===== config.mk =====
export PLATFORM = sky130hd
export DESIGN_NAME = otp_prog_seq
export DESIGN_NICKNAME = d
export VERILOG_FILES = /design/src/rtl/otp_seq_pkg.sv /design/src/rtl/otp_crc8.sv /design/src/rtl/otp_pulse_qual.sv /design/src/rtl/otp_store.sv /design/src/rtl/otp_prog_seq.sv
export SDC_FILE = /design/constraint.sdc
export NUM_CORES = 2
export LEC_CHECK = 0
export BUFFER_PORTS_ARGS = -buffer_cell sky130_fd_sc_hd__buf_2
export CORE_MARGIN = 2
export CORE_UTILIZATION = 49
export CTS_CLUSTER_DIAMETER = 40
export DETAILED_ROUTE_END_ITERATION = 12
export PLACE_DENSITY = 0.78
export SYNTH_ARGS = -nofsm -noshare
export SYNTH_HDL_FRONTEND = slang
export SYNTH_SLANG_ARGS = --single-unit

===== constraint.sdc =====
create_clock -name clk -period 6.7 [get_ports clk]
set_clock_uncertainty 0.05 [all_clocks]
set_input_delay 1.34 -clock clk [delete_from_list [all_inputs] [get_ports clk]]
set_output_delay 1.34 -clock clk [all_outputs]
set_load 0.005 [all_outputs]

===== src/rtl/otp_seq_pkg.sv =====
package otp_seq_pkg;

   localparam logic [7:0] CMD_WMEM  = 8'h0F;
   localparam logic [7:0] CMD_WSTAT = 8'h55;
   localparam logic [7:0] CODE_PROG = 8'h5A;
   localparam int         STAT_BYTES = 8;

   typedef enum logic [3:0] {
      S_IDLE, S_ALO, S_AHI, S_SDAT, S_CRCS, S_CRCA, S_MDAT, S_CRCD,
      S_CODE, S_PWAIT, S_PCNT, S_PHOLD, S_RBM, S_RBS, S_DEAD
   } seq_st_e;

   function automatic logic [7:0] crc8_step(input logic [7:0] c, input logic [7:0] d);
      logic [7:0] r;
      logic       fb;
      r = c;
      for (int i = 0; i < 8; i++) begin
         fb = r[0] ^ d[i];
         r  = {1'b0, r[7:1]} ^ (fb ? 8'h8C : 8'h00);
      end
      return r;
   endfunction

endpackage


===== src/rtl/otp_crc8.sv =====
module otp_crc8 import otp_seq_pkg::*; (
   input  logic       clk,
   input  logic       rst_n,
   input  logic       ld,
   input  logic [7:0] ld_val,
   input  logic       sh,
   input  logic [7:0] din,
   output logic [7:0] crc
);
   logic [7:0] base;
   assign base = ld ? ld_val : crc;

   always_ff @(posedge clk) begin
      if (!rst_n)  crc <= 8'h00;
      else if (sh) crc <= crc8_step(base, din);
      else         crc <= base;
   end
endmodule


===== src/rtl/otp_pulse_qual.sv =====
module otp_pulse_qual #(
   parameter int PROG_CYC = 625000
) (
   input  logic clk,
   input  logic rst_n,
   input  logic en,
   input  logic vpp,
   output logic done
);
   localparam int CW = $clog2(PROG_CYC);
   localparam logic [CW-1:0] LAST = CW'(PROG_CYC - 1);

   logic [CW-1:0] cnt_q;

   always_ff @(posedge clk) begin
      if (!rst_n || !en || !vpp) cnt_q <= '0;
      else if (cnt_q != LAST)    cnt_q <= cnt_q + 1'b1;
   end

   assign done = en && vpp && (cnt_q == LAST);

   p_done_after_run_r3: assert property (@(posedge clk) disable iff (!rst_n)
      done |-> $past(vpp) && $past(en));
endmodule


===== src/rtl/otp_store.sv =====
module otp_store import otp_seq_pkg::*; #(
   parameter int DATA_BYTES = 128,
   parameter int PAGE_BYTES = 32,
   parameter int SEG_BYTES  = 8
) (
   input  logic                   clk,
   input  logic                   rst_n,
   input  logic                   wr_mem,
   input  logic                   wr_stat,
   input  logic [$clog2(DATA_BYTES)-1:0] addr,
   input  logic [2:0]             sidx,
   input  logic [SEG_BYTES*8-1:0] wbuf,
   output logic [7:0]             mem_rd,
   output logic [7:0]             stat_rd
);
   localparam int MAW = $clog2(DATA_BYTES);
   localparam int PAW = $clog2(PAGE_BYTES);
   localparam int SAW = $clog2(SEG_BYTES);

   logic [7:0] mem_q  [DATA_BYTES];
   logic [7:0] stat_q [STAT_BYTES-1];
   logic [7:0] prot_byte;
   logic       prot;

   assign prot_byte = stat_q[0];
   assign prot      = !prot_byte[addr[MAW-1:PAW]];

   always_ff @(posedge clk) begin
      if (!rst_n) begin
         for (int i = 0; i < DATA_BYTES; i++) mem_q[i] <= 8'hFF;
      end else if (wr_mem && !prot) begin
         for (int i = 0; i < DATA_BYTES; i++)
            if (addr[MAW-1:SAW] == (MAW-SAW)'(i / SEG_BYTES))
               mem_q[i] <= mem_q[i] & wbuf[(i % SEG_BYTES)*8 +: 8];
      end
   end

   always_ff @(posedge clk) begin
      if (!rst_n) begin
         for (int i = 0; i < STAT_BYTES-1; i++) stat_q[i] <= 8'hFF;
      end else if (wr_stat) begin
         for (int i = 0; i < STAT_BYTES-1; i++)
            if (sidx == 3'(i)) stat_q[i] <= stat_q[i] & wbuf[7:0];
      end
   end

   assign mem_rd = mem_q[addr];

   always_comb begin
      stat_rd = 8'h00;
      for (int i = 0; i < STAT_BYTES-1; i++)
         if (sidx == 3'(i)) stat_rd = stat_q[i];
   end

   p_protect_holds_r9: assert property (@(posedge clk) disable iff (!rst_n)
      (wr_mem && prot) |=> $stable(mem_rd));

   for (genvar g = 0; g < STAT_BYTES-1; g++) begin : g_stat_chk
      p_stat_and_only_r10: assert property (@(posedge clk) disable iff (!rst_n)
         (stat_q[g] & ~$past(stat_q[g])) == 8'h00);
   end
endmodule


===== src/rtl/otp_prog_seq.sv =====
module otp_prog_seq import otp_seq_pkg::*; #(
   parameter int DATA_BYTES = 128,
   parameter int PAGE_BYTES = 32,
   parameter int SEG_BYTES  = 8,
   parameter int PROG_CYC   = 625000
) (
   input  logic       clk,
   input  logic       rst_n,
   input  logic       bus_rst,
   input  logic       rx_vld,
   input  logic [7:0] rx_data,
   input  logic       rd_req,
   output logic       rd_vld,
   output logic [7:0] rd_data,
   input  logic       hv_present
);
   localparam int MAW = $clog2(DATA_BYTES);
   localparam int SAW = $clog2(SEG_BYTES);

   if (DATA_BYTES > 256 || DATA_BYTES % PAGE_BYTES != 0 || DATA_BYTES / PAGE_BYTES > 4 ||
       DATA_BYTES / PAGE_BYTES < 2 || PAGE_BYTES % SEG_BYTES != 0 || SEG_BYTES < 2 ||
       (1 << SAW) != SEG_BYTES || (1 << $clog2(PAGE_BYTES)) != PAGE_BYTES || PROG_CYC < 2)
   begin : g_bad_params
      $error("otp_prog_seq: unsupported parameter combination");
   end

   seq_st_e               st_q;
   logic                  mode_stat_q, hi_bad_q;
   logic [7:0]            addr_q;
   logic [SAW-1:0]        cnt_q;
   logic [SEG_BYTES*8-1:0] buf_q;
   logic [7:0]            crc, crc_seed, mem_rd, stat_rd;
   logic                  crc_ld, crc_sh, done, wr_mem, wr_stat;
   logic                  rst_ok, last_cnt, mem_ok, stat_ok;

   assign rst_ok   = bus_rst && st_q != S_PCNT && st_q != S_PHOLD;
   assign last_cnt = cnt_q == SAW'(SEG_BYTES - 1);
   assign mem_ok   = !hi_bad_q && int'(addr_q) < DATA_BYTES && int'(addr_q) % SEG_BYTES == 0;
   assign stat_ok  = !hi_bad_q && int'(addr_q) < STAT_BYTES;
   assign wr_mem   = st_q == S_PCNT && done && !mode_stat_q;
   assign wr_stat  = st_q == S_PCNT && done &&  mode_stat_q;

   always_comb begin
      crc_ld = 1'b0; crc_sh = 1'b0; crc_seed = 8'h00;
      if (!rst_ok) begin
         case (st_q)
            S_IDLE: begin
               crc_ld = 1'b1;
               crc_sh = rx_vld && (rx_data == CMD_WMEM || rx_data == CMD_WSTAT);
            end
            S_ALO, S_AHI, S_SDAT, S_MDAT: crc_sh = rx_vld;
            S_CRCA: crc_ld = rd_req;
            S_RBS: begin crc_ld = rd_req; crc_seed = addr_q + 8'd1; end
            default: ;
         endcase
      end
   end

   otp_crc8 u_crc (
      .clk(clk), .rst_n(rst_n), .ld(crc_ld), .ld_val(crc_seed),
      .sh(crc_sh), .din(rx_data), .crc(crc)
   );

   otp_pulse_qual #(.PROG_CYC(PROG_CYC)) u_qual (
      .clk(clk), .rst_n(rst_n), .en(st_q == S_PWAIT || st_q == S_PCNT),
      .vpp(hv_present), .done(done)
   );

   otp_store #(.DATA_BYTES(DATA_BYTES), .PAGE_BYTES(PAGE_BYTES), .SEG_BYTES(SEG_BYTES)) u_store (
      .clk(clk), .rst_n(rst_n), .wr_mem(wr_mem), .wr_stat(wr_stat),
      .addr(addr_q[MAW-1:0]), .sidx(addr_q[2:0]), .wbuf(buf_q),
      .mem_rd(mem_rd), .stat_rd(stat_rd)
   );

   always_ff @(posedge clk) begin
      if (!rst_n) begin
         st_q <= S_IDLE; mode_stat_q <= 1'b0; hi_bad_q <= 1'b0;
         addr_q <= 8'h00; cnt_q <= '0; buf_q <= '1;
      end else if (rst_ok) begin
         st_q <= S_IDLE; cnt_q <= '0;
      end else begin
         case (st_q)
            S_IDLE: if (rx_vld) begin
               if (rx_data == CMD_WMEM)       begin mode_stat_q <= 1'b0; st_q <= S_ALO; end
               else if (rx_data == CMD_WSTAT) begin mode_stat_q <= 1'b1; st_q <= S_ALO; end
               else                           st_q <= S_DEAD;
            end
            S_ALO: if (rx_vld) begin addr_q <= rx_data; st_q <= S_AHI; end
            S_AHI: if (rx_vld) begin
               hi_bad_q <= rx_data != 8'h00;
               st_q     <= mode_stat_q ? S_SDAT : S_CRCA;
            end
            S_SDAT: if (rx_vld) begin buf_q[7:0] <= rx_data; st_q <= S_CRCS; end
            S_CRCS: if (rd_req) st_q <= stat_ok ? S_CODE : S_DEAD;
            S_CRCA: if (rd_req) begin cnt_q <= '0; st_q <= mem_ok ? S_MDAT : S_DEAD; end
            S_MDAT: if (rx_vld) begin
               buf_q[cnt_q*8 +: 8] <= rx_data;
               cnt_q <= cnt_q + 1'b1;
               if (last_cnt) st_q <= S_CRCD;
            end
            S_CRCD:  if (rd_req) st_q <= S_CODE;
            S_CODE:  if (rx_vld) st_q <= (rx_data == CODE_PROG) ? S_PWAIT : S_DEAD;
            S_PWAIT: if (hv_present) st_q <= S_PCNT;
            S_PCNT: begin
               if (done)             st_q <= S_PHOLD;
               else if (!hv_present) st_q <= S_DEAD;
            end
            S_PHOLD: if (!hv_present) begin
               cnt_q <= '0;
               st_q  <= mode_stat_q ? S_RBS : S_RBM;
            end
            S_RBM: if (rd_req) begin
               addr_q <= addr_q + 8'd1;
               cnt_q  <= cnt_q + 1'b1;
               if (last_cnt) st_q <= S_DEAD;
            end
            S_RBS: if (rd_req) begin
               if (addr_q == 8'(STAT_BYTES - 1)) st_q <= S_DEAD;
               else begin addr_q <= addr_q + 8'd1; st_q <= S_SDAT; end
            end
            default: ;
         endcase
      end
   end

   always_ff @(posedge clk) begin
      if (!rst_n) begin
         rd_vld <= 1'b0; rd_data <= 8'hFF;
      end else begin
         rd_vld <= rd_req;
         if (rd_req) begin
            case (st_q)
               S_CRCA, S_CRCD, S_CRCS: rd_data <= crc;
               S_RBM:                  rd_data <= mem_rd;
               S_RBS:                  rd_data <= stat_rd;
               default:                rd_data <= 8'hFF;
            endcase
         end
      end
   end

   p_commit_under_vpp_r3: assert property (@(posedge clk) disable iff (!rst_n)
      (wr_mem || wr_stat) |-> hv_present && $past(hv_present));
   p_single_commit_r3: assert property (@(posedge clk) disable iff (!rst_n)
      $onehot0({wr_mem, wr_stat}));
   p_hold_no_abort_r11: assert property (@(posedge clk) disable iff (!rst_n)
      (st_q == S_PHOLD && hv_present) |=> st_q == S_PHOLD);
   p_dead_silent_r4: assert property (@(posedge clk) disable iff (!rst_n)
      (st_q == S_DEAD && rd_req) |=> (rd_vld && rd_data == 8'hFF));
   p_dead_sticky_r4: assert property (@(posedge clk) disable iff (!rst_n)
      (st_q == S_DEAD) |=> (st_q == S_DEAD || st_q == S_IDLE));
   p_answer_strobe_r12: assert property (@(posedge clk) disable iff (!rst_n)
      rd_req |=> rd_vld);
endmodule


### Word level (Yosys, flattened, before mapping)

Memories as Yosys holds them, arrays and structs flattened. A register that Yosys moved wholly into a read port is not among the register bits.
Index checks and enable logic that the tools add are counted.

| word-level totals | value |
|---|---|
| flip-flop bits (word level) | 118 |
| memory bits (writable) | 1080 |
| word-level logic and storage cells | 709 |
| memories | 2 |
| output and inout bits | 9 |

| cells by class | value |
|---|---|
| shifts and indexed selects | 2 |
| equality and inequality tests | 60 |
| multiplexer cells | 297 |
| bitwise logic cells | 288 |
| order comparisons | 3 |
| add/subtract/negate cells | 4 |
| reduce and logical (&&, ||, !) cells | 42 |

Memory list:

| memory | words | bits a word | rd ports | clocked after Yosys merged registers in | write ports | RTL line | text |
|---|---|---|---|---|---|---|---|
| u_store.mem_q | 128 | 8 | 129 | 1 | 128 | otp_store.sv:20 | `logic [7:0] mem_q [DATA_BYTES];` |
| u_store.stat_q | 7 | 8 | 7 | 0 | 7 | otp_store.sv:21 | `logic [7:0] stat_q [STAT_BYTES-1];` |

Operators with widths:

| operator | count |
|---|---|
| 2-to-1 mux 8 bit | 159 |
| bitwise AND 8 bit | 135 |
| OR 1 bit | 135 |
| 2-to-1 mux 1 bit | 99 |
| 2-to-1 mux 4 bit | 21 |
| bitwise mux 64 bit | 1 |
| variable shift 8 x 34 -> 64 bit (first input constant) | 1 |
| indexed part select 8 x 34 -> 64 bit | 1 |
| XOR 7 x 8 -> 8 bit | 8 |
| equality test 4 bit (second input constant) | 14 |
| case mux 4 bit (14 select lines) | 1 |
| case mux 8 bit (3 select lines) | 2 |
| negation 6 -> 34 bit | 1 |
| equality test 4 x 3 -> 1 bit (second input constant) | 8 |
| logical NOT 32 bit | 1 |
| inequality test 2 bit (second input constant) | 16 |
| 2-to-1 mux 3 bit | 7 |
| adder 20 x 1 -> 20 bit (second input constant) | 1 |
| equality test 20 bit (second input constant) | 1 |
| inequality test 20 bit (second input constant) | 1 |
| AND reduction 17 bit | 1 |
| equality test 4 x 2 -> 1 bit (second input constant) | 4 |
| equality test 8 x 7 -> 1 bit (second input constant) | 2 |
| case mux 8 bit (2 select lines) | 1 |
| 36 further kinds | 75 |

### Depth between registers and ports, before layout

| logic depth | value |
|---|---|
| depth after elaboration | 30 |
| gate-level depth with buffers | 11 |
| depth with buffers taken out | 10 |

### Modules after synthesis

A second synthesis with hierarchy kept.

| second synthesis, totals | value |
|---|---|
| cells, all modules | 4570 |
| area, all modules | 57017.2 µm² |

Modules (own cells, without submodules):

| module | instances | sequential area each (µm²) | area an instance (µm²) | cells an instance |
|---|---|---|---|---|
| otp_store | 1 | 32431.1 | 50858.8 | 3844 |
| otp_prog_seq | 1 | 1801.7 | 4451.8 | 549 |
| otp_pulse_qual | 1 | 400.4 | 979.7 | 112 |
| otp_crc8 | 1 | 160.2 | 726.9 | 65 |

### Worst setup path before layout

Ideal clock, no wire load.

| timing path | value |
|---|---|
| kind | input-to-reg |
| start point | in hv_present |
| end point | mem u_store.mem_q[100][0], enable pin |
| stages on the path | 5 |
| data arrival time | 6.660 ns |
| data required time | 6.076 ns |
| slack | -0.585 ns |
| buffers on the path | 0 |
| library setup time | 0.574 ns |
| cell sequence | nor2b_1 > nand2_2 > nor3_1 > nand3_1 > o21ai_0 |

RTL lines:

| item | RTL line | text |
|---|---|---|
| start, declared | otp_prog_seq.sv:15 | `input logic hv_present` |
| end, declared | otp_store.sv:20 |  |

==> flow_summary.toml <==
[run_status]
status = "completed"

[floorplan]
floorplan.core_area_um2 = 116000
pin_count = 23
start_util = 0.492
num_rows = 125
die-area_um2 = 119000
die_h_um = 345
die_w_um = 345

[drt]
num_vias = 41000
ant_nets = 0
finalWirelength_mm = 150
drt-initial-drc-count = 5106
avgRoutedWirePerCell_um = 22.5
drt-vias-per-instance = 6.14
drc_errors = 0
drtPass1Iterations = 6

[clock_network]
cts_max_level = 4
cts_resized = 0
cts_sinks = 1205
numCtsBuffers = 139
root_buffer = "clkbuf_16"
postCtsSetupBuffers = 0
clk_latency_ps = 760
clkTransAtPathRegs_ps = 60
ctsHoldBuffers = 0
cts_tree = "built"
clk_path_buf_depth = 3

[synthesis]
synth_fp_nets = 5270
yosysWarnings = 0
synthCells = 5243
synth_cell_types = 70
ys.flop_type = "edfxtp_1"
synth_edf_count = 1080
synthArstFlopShare = 0
ys_seq_elements = 1205
syn_area_per_cell_um2 = 10.9
seq_area_frac_synth = 0.613
syn_area_um2 = 57000

[timing]
hold_viol_final = 0
rsz0062_at_grt = "no"
slew_violations = 0
fin_crit_sh = 0.730
max_freq_mhz = 204
slew_headroom = 0.121
min_period_ps = 4890
final.hold.worst_slack_ps = 438
worst_pin_slew_ps = 1320
setup_viol = 0

[run]
max-cap-violations = 0

[worst_setup_path]
worstSetupPathType = "reg2reg"
crit_family = "simple AND/OR/NAND/NOR gates"
crit_chain = "ha_1, nand4_1, nor4_4, nand2_2, nor3_1, nand3_1, o21ai_4, buf_4"
cp_max_fo = 40
critPathMaxStageDelay_ps = 940
crit_required_ps = 7010
critPathBufInv = 1
reg2reg_setup_slack_ps = 1810
end_kind = "flip-flop"
critPathLaunchType = "flip-flop"
critical-path-slowest-cell = "o21ai_4"
worst_ep_arrival_time_ps = 5200

[pwr]
p_per_area_nw_per_um2 = 267
p_leak_nw = 22.5
p_int_mw = 13.1
vdd_drop_max_v = 0.000246
total_power_mw = 16.8
swShare = 0.220
seqPwrFrac = 0.507
p_clk_frac = 0.459
combPwrFrac = 0.035
p_sw_mw = 3.68

[global_route]
grt_pass1_wl_mm = 233
grt_overflow = 0
grt_usage = 0.247
grt_pass1_vias = 40300
antenna_found_initial = 4
grt_start_max_net_pins = 229

[cells_and_area]
mostFrequentLayoutCell = "nand2_1"
instances_no_fill = 6687
nFillCells = 9492
mostFrequentLayoutCells = "nand2_1, edfxtp_1, mux2i_1"
drive_gt1_frac = 0.0690
fin_nets = 5074
syn2layout_area_growth_pct = 10.2

[place]
placed_cells = 6430
gp_congestion = 0.884
portBuffers = 22
place_hpwl_mm = 84.1

[worst_hold_path]
hp-class = "reg2reg"
[power by group through the flow]
stage	registers, mW	clock network (mW)	logic [mW]
after floorplan	8.62	0	0.398
after global placement	8.62	0	0.555
after detailed placement	8.63	0	0.569
after CTS	8.48	7.73	0.574
after global routing	8.51	8.02	0.630
final	8.49	7.69	0.582
[cell usage after synthesis, types with 11 or more instances]
library cell  number  area share
nand2_1         2064        0.14
edfxtp_1        1080        0.57
mux2i_1          535       0.094
clkbuf_1         304       0.020
a221oi_1         136       0.021
a22o_1           130       0.020
a21o_1           128       0.017
dfxtp_1          125       0.044
buf_2             98      0.0086
nor2_1            87      0.0057
o21ai_0           85      0.0075
o22ai_1           66      0.0072
o211ai_1          52      0.0068
a21oi_1           47      0.0041
nand3_1           31      0.0027
inv_1             21      0.0014
xnor2_1           20      0.0031
and3_1            19      0.0021
xor2_1            16      0.0025
nand2b_1          15      0.0016
nor3_1            15      0.0013
buf_1             14     0.00092
ha_1              13      0.0029
nor2b_1           11      0.0012
[routing by layer]
metal | global-route usage | vias up | wire length [um]
li1 | - | 18200 | -
met1 | 0.328 | 20000 | 58800
met2 | 0.396 | 2386 | 69900
met3 | 0.0491 | 376 | 15500
met4 | 0.110 | 2 | 5950
met5 | 0 | - | 9
[state kept, by name (all words and copies together) (netlist names), named ones only]
register        cells
u_crc.crc           8
st_q                4
u_qual.cnt_q       20
hi_bad_q            1
u_store.stat_q     56
cnt_q               3
rd_data             8
rd_vld              1
buf_q              64
addr_q              8
u_store.mem_q    1024
mode_stat_q         1
[final cells by class]
type / instances / area [um^2] / area share
Antenna cell: 2 / 5.00 / 0.0000797
Clock buffer: 169 / 3760 / 0.0598
Clock inverter: 86 / 892 / 0.0142
Inverter: 21 / 78.8 / 0.00126
Multi-Input combinational cell: 3593 / 20500 / 0.326
Sequential cell: 1205 / 34900 / 0.556
Tap cell: 1524 / 1910 / 0.0304
Timing Repair Buffer: 87 / 733 / 0.0117
[worst register-to-register path, cell delays in order, from the launching register on]
cell	delay (ps)
dfxtp_1	410
ha_1	250
nand4_1	170
nor4_4	610
nand2_2	220
nor3_1	540
nand3_1	480
o21ai_4	950
buf_4	810
[cell families (layout without fill, tap and decap cells)]
| logic type | after synthesis | in the layout | synth area share |
|---|---|---|---|
| mux | 536 | 536 | 0.0944 |
| other cells | 0 | 2 | 0 |
| xor+xnor | 42 | 42 | 0.00771 |
| fa+ha+maj | 13 | 13 | 0.00285 |
| buf+inv | 445 | 363 | 0.0320 |
| simple gates | 2301 | 2301 | 0.158 |
| compound gates | 701 | 701 | 0.0918 |
| flops | 1205 | 1205 | 0.613 |
[metrics by stage]
stage                     setup slack [ps]  cell area (um^2)  TNS (ps)   util
after global routing                  1460             62800         0  0.543
after detailed placement              1690             58200         0  0.502
after CTS                             1850             62800         0  0.543
after floorplan                       -585             57000   -149640      -
final                                 1810             62800         0  0.543
after global placement                1880             58200         0  0.502
[path summary, 6_finish.rpt]
check / start / endpoint / cells after the start
max reg2reg: u_qual.cnt_q[0] / u_store.mem_q[112][4] / 8
max: u_qual.cnt_q[0] / u_store.mem_q[112][4] / 8
min reg2reg: u_qual.cnt_q[19] / u_qual.cnt_q[19] / 2
min: u_qual.cnt_q[19] / u_qual.cnt_q[19] / 2
Power figures use the tool's default switching activity.
